**src/rtl/ser_frame_pkg.sv**
```systemverilog
// Package: shared types for the serial frame transmitter.
// Assumes: nothing beyond standard SystemVerilog.
package ser_frame_pkg;

    // Kind of frame loaded into the shifter
    typedef enum logic [1:0] {
        FK_DATA  = 2'd0,
        FK_IDLE  = 2'd1,
        FK_BREAK = 2'd2
    } frame_kind_e;

endpackage

```
**src/rtl/ser_parity_gen.sv**
```systemverilog
// Module: parity bit over one data word.
// Produces the bit that makes the total count of ones even (odd_sel=0)
// or odd (odd_sel=1). Purely combinational.
module ser_parity_gen #(
    parameter int DATA_W = 8
) (
    input  logic [DATA_W-1:0] data,
    input  logic              odd_sel,
    output logic              par_bit
);

    // Reduction XOR gives even parity; invert for odd
    always_comb begin
        par_bit = (^data) ^ odd_sel;
    end

endmodule

```
**src/rtl/ser_frame_builder.sv**
```systemverilog
// Module: builds the full bit pattern and bit count of one frame.
// Bit 0 of the pattern goes out first; unused upper bits are 1.
// Assumes the caller samples the outputs only on the cycle a frame is taken.
module ser_frame_builder
    import ser_frame_pkg::*;
#(
    parameter int DATA_W  = 8,
    parameter int FRM_MAX = DATA_W + 4,
    parameter int CNT_W   = $clog2(FRM_MAX + 1)
) (
    input  frame_kind_e        kind,
    input  logic               wide,
    input  logic [DATA_W-1:0]  data,
    input  logic               par_en,
    input  logic               par_odd,
    input  logic               ctl,
    output logic [FRM_MAX-1:0] pattern,
    output logic [CNT_W-1:0]   length
);

    localparam int NARROW_LEN = DATA_W + 2;
    localparam int WIDE_LEN   = DATA_W + 3;
    localparam int NINTH_POS  = DATA_W + 1;

    logic             par_bit;
    logic             ninth;
    logic [CNT_W-1:0] base_len;

    ser_parity_gen #(.DATA_W(DATA_W)) u_par (
        .data    (data),
        .odd_sel (par_odd),
        .par_bit (par_bit)
    );

    // Pick the ninth bit source and the frame length for the selected size
    always_comb begin
        ninth    = par_en ? par_bit : ctl;
        base_len = wide ? CNT_W'(WIDE_LEN) : CNT_W'(NARROW_LEN);
    end

    // Assemble the pattern for the requested frame kind
    always_comb begin
        pattern = '1;
        length  = base_len;
        case (kind)
            FK_DATA: begin
                pattern[0]        = 1'b0;
                pattern[DATA_W:1] = data;
                if (wide) begin
                    pattern[NINTH_POS] = ninth;
                end
            end
            FK_IDLE: begin
                pattern = '1;
            end
            FK_BREAK: begin
                for (int i = 0; i < FRM_MAX; i++) begin
                    pattern[i] = (CNT_W'(i) >= base_len);
                end
                length = base_len + CNT_W'(1);
            end
            default: begin
                pattern = '1;
            end
        endcase
    end

endmodule

```
**src/rtl/ser_bit_shifter.sv**
```systemverilog
// Module: paces a loaded pattern onto the line, one bit per tick.
// After a load it waits for the next tick, then sends `len` bits LSB first,
// each for one tick period, and returns the line to 1.
// Assumes `load` is raised only while neither armed nor busy.
module ser_bit_shifter #(
    parameter int FRM_MAX = 12,
    parameter int CNT_W   = $clog2(FRM_MAX + 1)
) (
    input  logic               clk,
    input  logic               rst_n,
    input  logic               bit_tick,
    input  logic               load,
    input  logic [FRM_MAX-1:0] pat,
    input  logic [CNT_W-1:0]   len,
    output logic               line,
    output logic               active,
    output logic               armed
);

    logic [FRM_MAX-1:0] sh_q;
    logic [CNT_W-1:0]   left_q;
    logic               armed_q;
    logic               active_q;
    logic               line_q;

    // Load, start on the next tick, then shift one bit per tick until empty
    always_ff @(posedge clk) begin
        if (!rst_n) begin
            sh_q     <= '1;
            left_q   <= '0;
            armed_q  <= 1'b0;
            active_q <= 1'b0;
            line_q   <= 1'b1;
        end else if (load) begin
            sh_q    <= pat;
            left_q  <= len;
            armed_q <= 1'b1;
        end else if (bit_tick && armed_q) begin
            armed_q  <= 1'b0;
            active_q <= 1'b1;
            line_q   <= sh_q[0];
            sh_q     <= {1'b1, sh_q[FRM_MAX-1:1]};
            left_q   <= left_q - CNT_W'(1);
        end else if (bit_tick && active_q) begin
            if (left_q == '0) begin
                active_q <= 1'b0;
                line_q   <= 1'b1;
            end else begin
                line_q <= sh_q[0];
                sh_q   <= {1'b1, sh_q[FRM_MAX-1:1]};
                left_q <= left_q - CNT_W'(1);
            end
        end
    end

    // Drive the outputs from the registers
    always_comb begin
        line   = line_q;
        active = active_q;
        armed  = armed_q;
    end

endmodule

```
**src/rtl/ser_frame_tx.sv**
```systemverilog
// Module: top of the serial frame transmitter.
// Arbitrates between break, idle and byte requests while at rest, builds the
// frame and hands it to the shifter. Requests during a frame are not stored.
// Assumes bit_tick is a one-cycle pulse and the line is 1 at rest.
module ser_frame_tx
    import ser_frame_pkg::*;
#(
    parameter int DATA_W = 8
) (
    input  logic              clk,
    input  logic              rst_n,
    input  logic              bit_tick,
    input  logic [DATA_W-1:0] byte_in,
    input  logic              byte_valid,
    output logic              byte_ready,
    input  logic              ctl_bit,
    input  logic              wide_mode,
    input  logic              par_en,
    input  logic              par_odd,
    input  logic              idle_req,
    input  logic              brk_req,
    output logic              txd,
    output logic              busy
);

    localparam int FRM_MAX = DATA_W + 4;
    localparam int CNT_W   = $clog2(FRM_MAX + 1);

    logic               rest;
    logic               armed;
    logic               active;
    logic               load;
    frame_kind_e        sel_kind;
    logic [FRM_MAX-1:0] pattern;
    logic [CNT_W-1:0]   length;

    // Arbitration at rest: break first, then idle, then a byte
    always_comb begin
        rest       = !armed && !active;
        byte_ready = rest && !brk_req && !idle_req;
        if (brk_req) begin
            sel_kind = FK_BREAK;
        end else if (idle_req) begin
            sel_kind = FK_IDLE;
        end else begin
            sel_kind = FK_DATA;
        end
        load = rest && (brk_req || idle_req || byte_valid);
    end

    ser_frame_builder #(
        .DATA_W  (DATA_W),
        .FRM_MAX (FRM_MAX),
        .CNT_W   (CNT_W)
    ) u_build (
        .kind    (sel_kind),
        .wide    (wide_mode),
        .data    (byte_in),
        .par_en  (par_en),
        .par_odd (par_odd),
        .ctl     (ctl_bit),
        .pattern (pattern),
        .length  (length)
    );

    ser_bit_shifter #(
        .FRM_MAX (FRM_MAX),
        .CNT_W   (CNT_W)
    ) u_shift (
        .clk      (clk),
        .rst_n    (rst_n),
        .bit_tick (bit_tick),
        .load     (load),
        .pat      (pattern),
        .len      (length),
        .line     (txd),
        .active   (active),
        .armed    (armed)
    );

    // Busy follows the shifter's active flag
    always_comb begin
        busy = active;
    end

endmodule

```
**config.mk**
```make
export PLATFORM = sky130hd
export DESIGN_NAME = ser_frame_tx
export DESIGN_NICKNAME = d
export VERILOG_FILES = /design/src/rtl/ser_frame_pkg.sv /design/src/rtl/ser_parity_gen.sv /design/src/rtl/ser_frame_builder.sv /design/src/rtl/ser_bit_shifter.sv /design/src/rtl/ser_frame_tx.sv
export SDC_FILE = /design/constraint.sdc
export NUM_CORES = 1
export LEC_CHECK = 0
export BUFFER_PORTS_ARGS = -buffer_cell sky130_fd_sc_hd__buf_2
export CORE_AREA = 2 2 62 64
export DETAILED_ROUTE_END_ITERATION = 12
export DIE_AREA = 0 0 64 66
export PLACE_DENSITY = 0.6
export SYNTH_ARGS = -nofsm -noshare
export SYNTH_HDL_FRONTEND = slang
export SYNTH_SLANG_ARGS = --single-unit
```
**constraint.sdc**
```tcl
create_clock -name clk -period 2.4 [get_ports clk]
set_input_delay 0.12 -clock clk [delete_from_list [all_inputs] [get_ports clk]]
set_output_delay 0.12 -clock clk [all_outputs]
set_load 0.01 [all_outputs]
```
==> impl_metrics.ini <==
[synthesis]
synthCells = 112
yosys_warnings = 0
syn-mean-instance-area_sq_um = 9.16
syn-cell-area_sq_um = 1030
synth_nets = 133
synth_flop_cell = dfxtp_1
synth-seq-cells = 18
synth_edf_count = 0
async_reset_ff_frac = 0
yosysSeqAreaShare = 0.351
synth_cell_types = 39

[floorplanning]
fp.coreArea_sq_um = 3550
ios = 21
die-height_microns = 66
die_w_microns = 64
rows = 22
start_util = 0.289
die-area_sq_um = 4220

[worst_setup_path]
critPathArrivalTime_ns = 1.98
path_class = reg -> reg
worstPathMaxFanout = 7
cp-end-kind = register
critPathLaunchType = register
critPathRequiredTime_ns = 2.58

[clock_tree]
cts_buffers = 3
cts_resized = 0
cts_sinks = 18
clockBufferDepth = 2
cts_setup_buffers = 0
clockRootBuffer = clkbuf_4
holdBufCountCts = 0
clk_pin_slew_ns = 0.09
htree_levels = 1
clk_latency_ns = 0.29
cts_tree = done

[power_and_ir_drop]
power_density_nw_per_um2 = 634
total_power_mw = 0.745
ir_drop_uv = 139
leakage_nw = 0.478

[flow_run]
max_cap_viol_count = 0

[detailed_routing]
wl_per_cell_microns = 13.2
viasPerCell = 5.16
wl_microns = 2360
first_iter_violations = 34
ant_nets = 0
dr.pass1.iters = 4
drc = 0
routed-via-count = 919

[global_routing]
grt_pass1_wl_microns = 4000
grt_overflow = 0
antenna_found_initial = 0
grt_max_degree = 18
grtUsageTotal = 0.123
grt_pass1_vias = 846

[timing]
setup_ws_ns = 0.600
period_minus_slack_ns = 1.80
setup_viol = 0
rsz0062_at_grt = false
finClkSkew_ns = 0.000699
holdWs_ns = 0.114
drv_slew = 0
slew_headroom = 0.673
hold_viol = 0
fin_crit_sh = 0.750
tightest_slew_ns = 0.489
fmax_ghz = 0.556
fin_tns_setup_ns = 0

[placed_design]
post-place-ws_ns = 0.608
io_buffer_count = 20
placed_cells = 175
hpwl_microns = 1820
place.gp.congestion = 0.821
placed_area_sq_um = 1150

[min_path]
hp-class = in -> reg

[cells_and_area]
diodes = 0
fin_area_sq_um = 1170
fin_util = 0.331
fin_cells = 178
drive_gt1_frac = 0.231
final_net_count = 153
area_growth_pct = 14.5

[outcome]
status = completed
## cell usage in the layout (no fill, tap or decap), drive strengths merged, types with 2 or more instances in the layout
cell type	instances
buf	20
dfxtp	18
nor2	14
o21ai	12
a221o	8
nand2	6
nor3	5
a21oi	5
inv	3
xor2	3
xnor2	3
ha	3
clkbuf	3
o21a	2
nand3	2
or4b	2
a211oi	2
## power breakdown
part	leakage [nW]	internal, mW	total, mW	switching [mW]
registers	0.150	0.341	0.374	0.0325
logic	0.314	0.106	0.225	0.118
clock network	0.0138	0.0585	0.146	0.0877
total	0.478	0.506	0.745	0.239
## kinds of logic after synthesis
logic type | after synthesis | share of synthesized area
adder cells (fa/ha/maj) | 3 | 0.0366
AO/OA/AOI/OAI | 37 | 0.273
buffers and inverters | 8 | 0.0439
AND/OR/NAND/NOR | 37 | 0.189
XOR/XNOR | 8 | 0.0963
flip-flops | 18 | 0.351
multiplexers | 1 | 0.00976
## worst paths after layout
check,startpoint,to,slack [ns],depth (start not counted)
max,u_shift.left_q[0],u_shift.sh_q[9],0.60,6
min,bit_tick,u_shift.active,0.11,3
max reg2reg,u_shift.left_q[0],u_shift.sh_q[9],0.60,6
min reg2reg,u_shift.sh_q[10],u_shift.sh_q[10],0.48,2
## critical path, cell delays in order, from the launching register on
cell and delay (ns):
dfxtp_1 0.34, inv_1 0.06, ha_1 0.18, or4b_4 0.53, a22o_2 0.28, o32ai_1 0.22, nor3_1 0.07
## cell type report
cell class | instances | area [sq um]
fill | 368 | 2380
multi-input combinational | 86 | 621
tap | 48 | 60.1
timing repair buffer | 20 | 100
clock buffer | 3 | 22.5
inverter | 3 | 11.3
sequential | 18 | 360
## cell usage after synthesis, types with 2 or more instances
master,count,area share
xnor2_1,3,0.026
nor3_1,5,0.024
clkbuf_1,3,0.011
xor2_1,3,0.026
a21oi_1,5,0.024
dfxtp_1,18,0.35
o21ai_0,11,0.054
inv_1,3,0.011
ha_1,3,0.037
o21a_1,2,0.015
nand2_1,6,0.022
nor2_1,14,0.051
buf_6,2,0.022
nand3_1,2,0.0098
a221o_1,8,0.078
## per-layer routing
layer  part of all wire  wire length [microns]  GRT usage  up-vias
met2               0.46                   1080      0.188       29
met3              0.044                    103     0.0136        5
met5                  0                      0          0        -
met1               0.47                   1110      0.164      421
met4              0.027                     64     0.0815        0
li1                   -                      -          -      464
## sequential cells by signal (all words and copies together) (netlist names)
register        cells
u_shift.armed       1
u_shift.active      1
u_shift.sh_q       11
u_shift.line        1
u_shift.left_q      4
No activity file was read; power rests on OpenSTA's default activity.
